File: config.mk
export PLATFORM = sky130hd
export DESIGN_NAME = pwrbtn_stretch
export DESIGN_NICKNAME = d
export VERILOG_FILES = /design/src/rtl/pb_pkg.sv /design/src/rtl/pb_edge_det.sv /design/src/rtl/pb_ms_timer.sv /design/src/rtl/pwrbtn_stretch.sv
export SDC_FILE = /design/constraint.sdc
export NUM_CORES = 1
export LEC_CHECK = 0
export BUFFER_PORTS_ARGS = -buffer_cell sky130_fd_sc_hd__buf_2
export CORE_ASPECT_RATIO = 1.4
export CORE_UTILIZATION = 45
export CTS_BUF_LIST = sky130_fd_sc_hd__clkbuf_4
export CTS_CLUSTER_DIAMETER = 50
export DETAILED_ROUTE_END_ITERATION = 12
export PLACE_DENSITY = 0.66
export SETUP_SLACK_MARGIN = 0.2
export SYNTH_ARGS = -nofsm -noshare
export SYNTH_HDL_FRONTEND = slang
export SYNTH_SLANG_ARGS = --single-unit
File: constraint.sdc
create_clock -name clk -period 6.75 [get_ports clk]
set_input_delay 0.675 -clock clk [delete_from_list [all_inputs] [get_ports clk]]
set_output_delay 0.675 -clock clk [all_outputs]
set_load 0.005 [all_outputs]
File: src/rtl/pb_pkg.sv
package pb_pkg;
  typedef enum logic [3:0] {
    ST_IDLE,
    ST_T0,
    ST_T1,
    ST_HELD,
    ST_LID,
    ST_EAT,
    ST_INIT,
    ST_BOOT,
    ST_WASOFF
  } pb_state_e;

  function automatic int max2(input int a, input int b);
    return (a > b) ? a : b;
  endfunction
endpackage

File: src/rtl/pb_edge_det.sv
// Registers the previous level of each input bit and flags a change.
module pb_edge_det #(
  parameter int W = 2,
  parameter logic [W-1:0] RST_VAL = '0
) (
  input  logic         clk,
  input  logic         rst,
  input  logic [W-1:0] sig,
  output logic [W-1:0] chg
);
  logic [W-1:0] prev_q;

  for (genvar i = 0; i < W; i++) begin : g_bit
    always_ff @(posedge clk) begin
      if (rst) prev_q[i] <= RST_VAL[i];
      else     prev_q[i] <= sig[i];
    end
    assign chg[i] = sig[i] ^ prev_q[i];
  end
endmodule

File: src/rtl/pb_ms_timer.sv
// Millisecond down-counter. A load restarts the prescaler, so a load of N
// produces done exactly N*CLK_PER_MS cycles later.
module pb_ms_timer #(
  parameter int CLK_PER_MS = 4,
  parameter int CW = 4
) (
  input  logic          clk,
  input  logic          rst,
  input  logic          load,
  input  logic [CW-1:0] len,
  output logic          done
);
  localparam int PW = (CLK_PER_MS > 2) ? $clog2(CLK_PER_MS) : 1;
  localparam logic [PW-1:0] PRE_LAST = PW'(CLK_PER_MS - 1);

  logic [PW-1:0] pre_q;
  logic [CW-1:0] cnt_q;
  logic          tick;

  assign tick = (pre_q == PRE_LAST);

  always_ff @(posedge clk) begin
    if (rst) begin
      pre_q <= '0;
      cnt_q <= '0;
    end else if (load) begin
      pre_q <= '0;
      cnt_q <= len;
    end else if (cnt_q != '0) begin
      if (tick) begin
        pre_q <= '0;
        cnt_q <= cnt_q - CW'(1);
      end else begin
        pre_q <= pre_q + PW'(1);
      end
    end
  end

  assign done = tick && (cnt_q == CW'(1));
endmodule

File: src/rtl/pwrbtn_stretch.sv
module pwrbtn_stretch
  import pb_pkg::*;
#(
  parameter int CLK_PER_MS  = 50000,
  parameter int T0_MS       = 32,
  parameter int T1_MS       = 3968,
  parameter int WAKE_MS     = 200,
  parameter int POLL_MS     = 100,
  parameter int INIT_TMO_MS = 1000
) (
  input  logic clk,
  input  logic rst,
  input  logic btn_n,
  input  logic chip_off,
  input  logic lid_open,
  input  logic pwr_ok,
  input  logic init_req,
  input  logic pulse_cfg_we,
  input  logic pulse_cfg_val,
  input  logic chip_evt,
  output logic pwrbtn_n
);
  localparam int TMR_MAX = max2(max2(T0_MS, T1_MS), max2(WAKE_MS, POLL_MS));
  localparam int TW = $clog2(TMR_MAX + 1);
  localparam int OW = $clog2(INIT_TMO_MS + 1);
  localparam logic [TW-1:0] LEN_T0   = TW'(T0_MS);
  localparam logic [TW-1:0] LEN_T1   = TW'(T1_MS);
  localparam logic [TW-1:0] LEN_WAKE = TW'(WAKE_MS);
  localparam logic [TW-1:0] LEN_POLL = TW'(POLL_MS);
  localparam logic [OW-1:0] LEN_TMO  = OW'(INIT_TMO_MS);

  pb_state_e     st_q, st_d;
  logic          want_lo_q, want_lo_d;
  logic          out_q;
  logic          chk_q, chk_d;
  logic          tmo_hit_q;
  logic          pulse_en_q;
  logic [1:0]    chg;
  logic          btn_press, btn_rel, lid_rise, held;
  logic          tmr_ld, tmr_done;
  logic [TW-1:0] tmr_len;
  logic          tmo_done;

  pb_edge_det #(.W(2), .RST_VAL(2'b01)) u_edge (
    .clk (clk),
    .rst (rst),
    .sig ({lid_open, btn_n}),
    .chg (chg)
  );

  assign held      = ~btn_n;
  assign btn_press = chg[0] & held;
  assign btn_rel   = chg[0] & btn_n;
  assign lid_rise  = chg[1] & lid_open;

  pb_ms_timer #(.CLK_PER_MS(CLK_PER_MS), .CW(TW)) u_tmr (
    .clk  (clk),
    .rst  (rst),
    .load (tmr_ld),
    .len  (tmr_len),
    .done (tmr_done)
  );

  pb_ms_timer #(.CLK_PER_MS(CLK_PER_MS), .CW(OW)) u_tmo (
    .clk  (clk),
    .rst  (rst),
    .load (init_req),
    .len  (LEN_TMO),
    .done (tmo_done)
  );

  always_comb begin
    st_d      = st_q;
    want_lo_d = want_lo_q;
    tmr_ld    = 1'b0;
    tmr_len   = LEN_POLL;
    chk_d     = 1'b0;
    if (init_req) begin
      st_d      = ST_INIT;
      want_lo_d = 1'b0;
      tmr_ld    = 1'b1;
      tmr_len   = LEN_POLL;
      chk_d     = 1'b1;
    end else if (lid_rise && chip_off && st_q != ST_INIT) begin
      st_d      = ST_LID;
      want_lo_d = 1'b1;
      tmr_ld    = 1'b1;
      tmr_len   = LEN_WAKE;
    end else begin
      case (st_q)
        ST_IDLE, ST_T0, ST_T1, ST_HELD, ST_EAT: begin
          if (btn_press) begin
            tmr_ld = 1'b1;
            if (chip_off) begin
              st_d      = ST_WASOFF;
              want_lo_d = 1'b1;
              tmr_len   = LEN_WAKE;
            end else if (pulse_en_q) begin
              st_d      = ST_T0;
              want_lo_d = 1'b1;
              tmr_len   = LEN_T0;
            end else begin
              st_d    = ST_T1;
              tmr_len = LEN_T1;
            end
          end else if (btn_rel) begin
            st_d = ST_IDLE;
            if (st_q != ST_EAT) want_lo_d = 1'b0;
          end else if (tmr_done && st_q == ST_T0) begin
            st_d      = ST_T1;
            want_lo_d = 1'b0;
            tmr_ld    = 1'b1;
            tmr_len   = LEN_T1;
          end else if (tmr_done && st_q == ST_T1) begin
            st_d = ST_HELD;
            if (!chip_off) want_lo_d = 1'b1;
          end
        end
        ST_WASOFF: begin
          if (tmr_done) begin
            if (held) begin
              st_d = ST_HELD;
            end else begin
              st_d      = ST_IDLE;
              want_lo_d = 1'b0;
            end
          end
        end
        ST_LID: begin
          if (tmr_done) begin
            st_d      = ST_IDLE;
            want_lo_d = 1'b0;
          end
        end
        ST_BOOT: begin
          if (tmr_done) begin
            st_d      = held ? ST_EAT : ST_IDLE;
            want_lo_d = 1'b0;
          end
        end
        ST_INIT: begin
          if (chk_q || tmr_done) begin
            if (pwr_ok) begin
              st_d      = ST_BOOT;
              want_lo_d = 1'b1;
              tmr_ld    = 1'b1;
              tmr_len   = LEN_WAKE;
            end else if (tmo_hit_q) begin
              st_d = ST_IDLE;
            end else begin
              tmr_ld  = 1'b1;
              tmr_len = LEN_POLL;
            end
          end
        end
        default: st_d = ST_IDLE;
      endcase
    end
  end

  always_ff @(posedge clk) begin
    if (rst) begin
      st_q       <= ST_IDLE;
      want_lo_q  <= 1'b0;
      out_q      <= 1'b1;
      chk_q      <= 1'b0;
      tmo_hit_q  <= 1'b0;
      pulse_en_q <= 1'b1;
    end else begin
      st_q      <= st_d;
      want_lo_q <= want_lo_d;
      out_q     <= ~(want_lo_d & ~(chip_off & ~pwr_ok));
      chk_q     <= chk_d;
      if (init_req)      tmo_hit_q <= 1'b0;
      else if (tmo_done) tmo_hit_q <= 1'b1;
      if (chip_evt)          pulse_en_q <= 1'b1;
      else if (pulse_cfg_we) pulse_en_q <= pulse_cfg_val;
    end
  end

  assign pwrbtn_n = out_q;
endmodule

# == Word level (Yosys, flattened, before mapping) ==
# Cells that the tools add are included.
# word_totals
ff_bits,65
in_bits,10
output_inout_bits,1
# classes
addsub,4
n_eq_ne,26
n_mux,61
bitwise_logic,11
reduce_logical,25
# op_table
op,n
two-way mux 12 bit,10
two-way mux 4 bit,11
adder 16 x 1 -> 16 bit (second input constant),2
== test 16 bit (second input constant),2
two-way mux 16 bit,2
two-way mux 10 bit,3
two-way mux 1 bit,24
case mux 12 bit (2 select lines),1
case mux 4 bit (5 select lines),1
== test 4 x 3 -> 1 bit (second input constant),4
two-way mux 8 bit,2
!= test 4 bit (second input constant),4
== test 12 x 1 -> 1 bit (second input constant),1
AND reduction 6 bit,2
nonzero test 12 bit,1
subtractor 12 x 1 -> 12 bit (second input constant),1
== test 10 x 1 -> 1 bit (second input constant),1
!= test 5 bit (second input constant),2
nonzero test 10 bit,1
subtractor 10 x 1 -> 10 bit (second input constant),1
two-way mux 3 bit,3
== test 4 x 2 -> 1 bit (second input constant),2
!= test 2 bit (second input constant),4
!= test 4 x 3 -> 1 bit (second input constant),2
18 further kinds,40

# == Depth between registers and ports, before layout ==
# depth
word_depth,12
depth_mapped,10
mapped_depth_nobuf,8

# == Modules after synthesis ==
# A second synthesis with hierarchy kept.
# unflattened
hier_cells,473
area_unflattened_um2,3952.5
# by_module_without_submodules
module,instances,cells_each,area_per_inst_um2
pb_ms_timer at u_tmr,1,183,1554.0
pb_ms_timer at u_tmo,1,174,1491.4
pwrbtn_stretch,1,110,837.1
pb_edge_det,1,6,70.1

# == Worst setup path before layout ==
# No wires, ideal clock.
# synth_timing
kind,in2reg
start,input btn_n
end,register u_tmr.pre_q[5]
arrival_ns,2.317
slack_ns,4.367
cell_stages,10
path_buffers,2
cell_sequence,inv_1 -> ha_1 -> inv_1 -> a211oi_1 -> and4_1 -> a311o_1 -> or3_1 -> clkbuf_1 -> buf_2 -> nor2_1
# synth_via
elab_chain_len,8
elab_cells_between_ends,10
# synth_rtl
item,line,source
start: declaration,pwrbtn_stretch.sv:13,"input logic btn_n,"
bitwise XOR 1 bit,pb_edge_det.sv:18,assign chg[i] = sig[i] ^ prev_q[i];
bitwise AND 1 bit,pwrbtn_stretch.sv:53,assign btn_rel = chg[0] & btn_n;
two-way mux 1 bit,pwrbtn_stretch.sv:106,end else if (btn_rel) begin
two-way mux 1 bit *,pwrbtn_stretch.sv:92,if (btn_press) begin
case mux 1 bit (2 select lines) *,pwrbtn_stretch.sv:90,case (st_q)
two-way mux 1 bit *,pwrbtn_stretch.sv:84,end else if (lid_rise && chip_off && st_q != ST_INIT) begin
two-way mux 1 bit *,pwrbtn_stretch.sv:78,if (init_req) begin
OR reduction 2 bit (no line) *,--,
end signal: assignment,pb_ms_timer.sv:34,pre_q <= pre_q + PW'(1);
end: declaration,pb_ms_timer.sv:16,logic [PW-1:0] pre_q;
# Mark *: on every way between the ends. The rest lies on a longest branch, timed or not.
# A chain may end at the register's enable or synchronous reset.

# == Worst setup path after layout ==
# layout_timing
start,register u_tmr.pre_q[5]
end,register u_tmr.pre_q[4]
# layout_via
elab_chain_len,10
elab_cells_between_ends,13
# layout_rtl
item,line,source
== test 16 bit *,pb_ms_timer.sv:20,assign tick = (pre_q == PRE_LAST);
logical AND 1 bit,pb_ms_timer.sv:39,assign done = tick && (cnt_q == CW'(1));
logical AND 1 bit,pwrbtn_stretch.sv:109,end else if (tmr_done && st_q == ST_T0) begin
two-way mux 1 bit,pwrbtn_stretch.sv:109,
two-way mux 1 bit,pwrbtn_stretch.sv:106,
two-way mux 1 bit,pwrbtn_stretch.sv:92,
case mux 1 bit (2 select lines),pwrbtn_stretch.sv:90,
two-way mux 1 bit,pwrbtn_stretch.sv:84,
two-way mux 1 bit,pwrbtn_stretch.sv:78,
OR reduction 2 bit (no line),--,
# Marks and branches as above.

==> results.toml <==
[clock_tree]
cts_hold_buffers = 0
insertion_delay_ns = 0.42
numClockSinks = 65
post-cts-setup-buffers = 0
numCtsBuffers = 9
tritoncts = "built"
ctsResizeCount = 0
clk_pin_slew_ns = 0.11
htree_num_levels = 3
clock_tree.root_cell = "clkbuf_4"
cts_buffer_depth = 2

[timing]
fmax_mhz = 348
report.final.setup_viol = 0
finalCriticalPeriod_ns = 2.88
clock_skew_ns = 0.0173
final_slew_viol_count = 0
hold_slack_ns = 0.430
final.period_utilization_pct = 42.6
layout_setup_ws_ns = 3.87
timing_hold_violations_final = 0
setup_total_negative_slack_ns = 0
relSlewSlack_pct = 20.4
grt_setup_unrepaired = "no"
tightest_slew_ns = 1.18

[setup_path]
highest_fanout_seen_on_the_critical_path = 14
cp-start-kind = "flip-flop"
worst-endpoint-required_ns = 7.04
regToRegEndpoint = "u_tmr.pre_q[4]"
worst_r2r_startpoint = "u_tmr.pre_q[5]"
endpoint_arrival_time_on_the_critical_path_ns = 3.17
endpoint_of_the_worst_setup_timing_path = "u_tmr.pre_q[4]"
r2r.worst_path.cells = 6
crit_path_end_kind = "flip-flop"
criticalPathCategory = "flip-flop to flip-flop"
timing.critical_path.from = "u_tmr.pre_q[5]"
r2r_slack_ns = 3.87

[cells_and_area]
flow.area_growth_from_synthesis_pct = 6.25
leading_cell_types_in_the_layout_fill_and_taps_excluded = "dfxtp_1 (65), nor2_1 (61), nand2_1 (35)"
storage_cell_area_sq_um = 1300
final_common_cell = "dfxtp_1"
multi_input_comb_area_sq_um = 2190
layout.nets = 460
antenna_cells = 0
drive_gt1_share_pct = 9.21
final.fill_count = 779

[synthesis]
synth_enable_flop_cells = 0
postSynthAreaPerCell_sq_um = 8.44
synth_largest_type_area_fraction_pct = 35.5
postSynth.topFlopCell = "dfxtp_1"
netlist-cell-type-count = 65
synthesis.yosys.warnings = 0
yosys.area.top_type = "dfxtp_1"
syn_inst = 434
synth.top_cells.by_area = "dfxtp_1 (36%), xor2_1 (6.5%), nor2_1 (6.3%)"
synth.cell_area_sq_um = 3660
synth_sequential_area_ratio_pct = 35.5
nets_in_the_synthesized_netlist = 454
ys_seq_elements = 65
async_sr_flop_fraction_pct = 0

[global_routing]
met2_usage_pct = 34.4
layer_with_the_highest_usage = "met2"
grt_first_pass_wirelength_um = 13400
maximum_number_of_pins_on_one_net_before_global_route_repair = 17
grt_antenna_before_repair = 0
first_global_vias = 2895
grt_overflow = 0
globalRouteTotalUtil_pct = 20.0
met1_usage_pct = 23.1
groute.layer.met3.usage_pct = 4.60

[floorplanning]
placementRows = 38
ioPinCount = 11
die_w_um = 78.2
initial_core_util_pct = 47.0
core_sq_um = 7800
dieArea_sq_um = 8510
die_y_um = 109

[run]
max-cap-violations = 0

[detailed_routing]
via_count = 3198
drt-initial-drc-count = 224
first_pass_iters = 7
detail_route.drc_violations = 0
routed_via_density = 5.87
antenna_left = 0
drt-total-wl_um = 8080
avgRoutedWirePerCell_um = 14.8

[min_path]
holdCritPathClass = "input port to flip-flop"
whs_path_depth = 3

[place]
globalplace.congestion = 0.908
place_worst_setup_slack_ns = 3.83
port-buffer-count = 10
dp_hpwl_um = 5880

[pwr]
peakVddDrop_mv = 0.126
power_density_nw_per_um2 = 210
power_leakage_uw = 0.00135

[outcome]
run_status = "finished, final reports clean"
[final cells by class]
class / instances / share of cell area, %
Tap cell: 100 / 3.22
Multi-Input combinational cell: 337 / 56.3
Clock buffer: 9 / 1.74
Inverter: 17 / 1.64
Timing Repair Buffer: 10 / 1.29
Sequential cell: 65 / 33.4
Clock inverter: 7 / 2.41
[cell usage after synthesis (3+ instances only)]
| master | n |
|---|---|
| a31oi_1 | 4 |
| nand4_1 | 17 |
| nor3_1 | 19 |
| nor4_1 | 8 |
| o21ai_0 | 6 |
| nand2_1 | 35 |
| or4_1 | 4 |
| o31a_2 | 4 |
| dfxtp_1 | 65 |
| and3_1 | 5 |
| nand2b_1 | 8 |
| xnor2_1 | 18 |
| and2_1 | 3 |
| nand3_1 | 16 |
| nor4b_1 | 5 |
| o211ai_1 | 3 |
| clkbuf_8 | 4 |
| nor2b_1 | 3 |
| and4_1 | 5 |
| xor2_1 | 27 |
| nor3b_1 | 3 |
| a41oi_1 | 3 |
| nor2_1 | 61 |
| a211oi_1 | 3 |
| ha_1 | 10 |
| inv_1 | 16 |
| buf_2 | 3 |
| o21a_1 | 4 |
| mux2i_1 | 4 |
| a21oi_1 | 16 |
| or3_1 | 3 |
| clkbuf_1 | 7 |
[per-layer routing]
layer / part of all wire [%] / vias to the layer above
met5: 0 / -
li1: - / 1575
met4: 3.6 / 0
met1: 42 / 1489
met2: 50 / 110
met3: 4.7 / 24
[report_power, final]
group | switching (uW) | internal [uW] | leakage, uW | total (uW)
Sequential | 18.5 | 396 | 0.000530 | 414
Clock | 148 | 150 | 0.0000839 | 298
Combinational | 64.3 | 43.0 | 0.000732 | 107
[metrics by stage]
step           instances  cell area [sq um]  power (uW)  utilization (%)
2_1_floorplan        434               3660         505                -
3_3_place_gp         529               3730         527             47.8
3_5_place_dp         529               3730         527             47.8
4_1_cts              545               3890         825             49.9
5_1_grt              545               3890         855             49.9
6_report             545               3890         819             49.9
[how the worst min path moves through the flow]
stage,startpoint,to
after detailed placement,u_tmo.pre_q[1],u_tmo.pre_q[1]
after global routing,chip_evt,pulse_en_q
final,chip_evt,pulse_en_q
after global placement,u_tmo.pre_q[1],u_tmo.pre_q[1]
after floorplan,u_tmo.pre_q[1],u_tmo.pre_q[1]
after CTS,chip_evt,pulse_en_q
[flip-flops by register name, summed over array words and instances, names as in the netlist, 2 cells and up]
register / count
u_tmo.cnt_q: 10
u_tmr.pre_q: 16
u_tmo.pre_q: 16
u_tmr.cnt_q: 12
st_q: 4
u_edge.prev_q: 2
[critical path, stage by stage (launching register included)]
cell and delay (ns):
dfxtp_1 0.38, or4_1 0.53, nor4_1 0.50, a21o_1 0.24
a311o_1 0.48, or3_1 0.50, nor2_1 0.11
[cell families after synthesis]
group	synth area share, %
and+or+nand+nor	31.5
AOI/OAI and AO/OA	13.0
DFF	35.5
xor gates and xnor gates	10.8
buffers and inverters	4.68
adders and majority gates	3.42
muxes	1.09
Note: power is estimated with default switching activity, not from simulation.
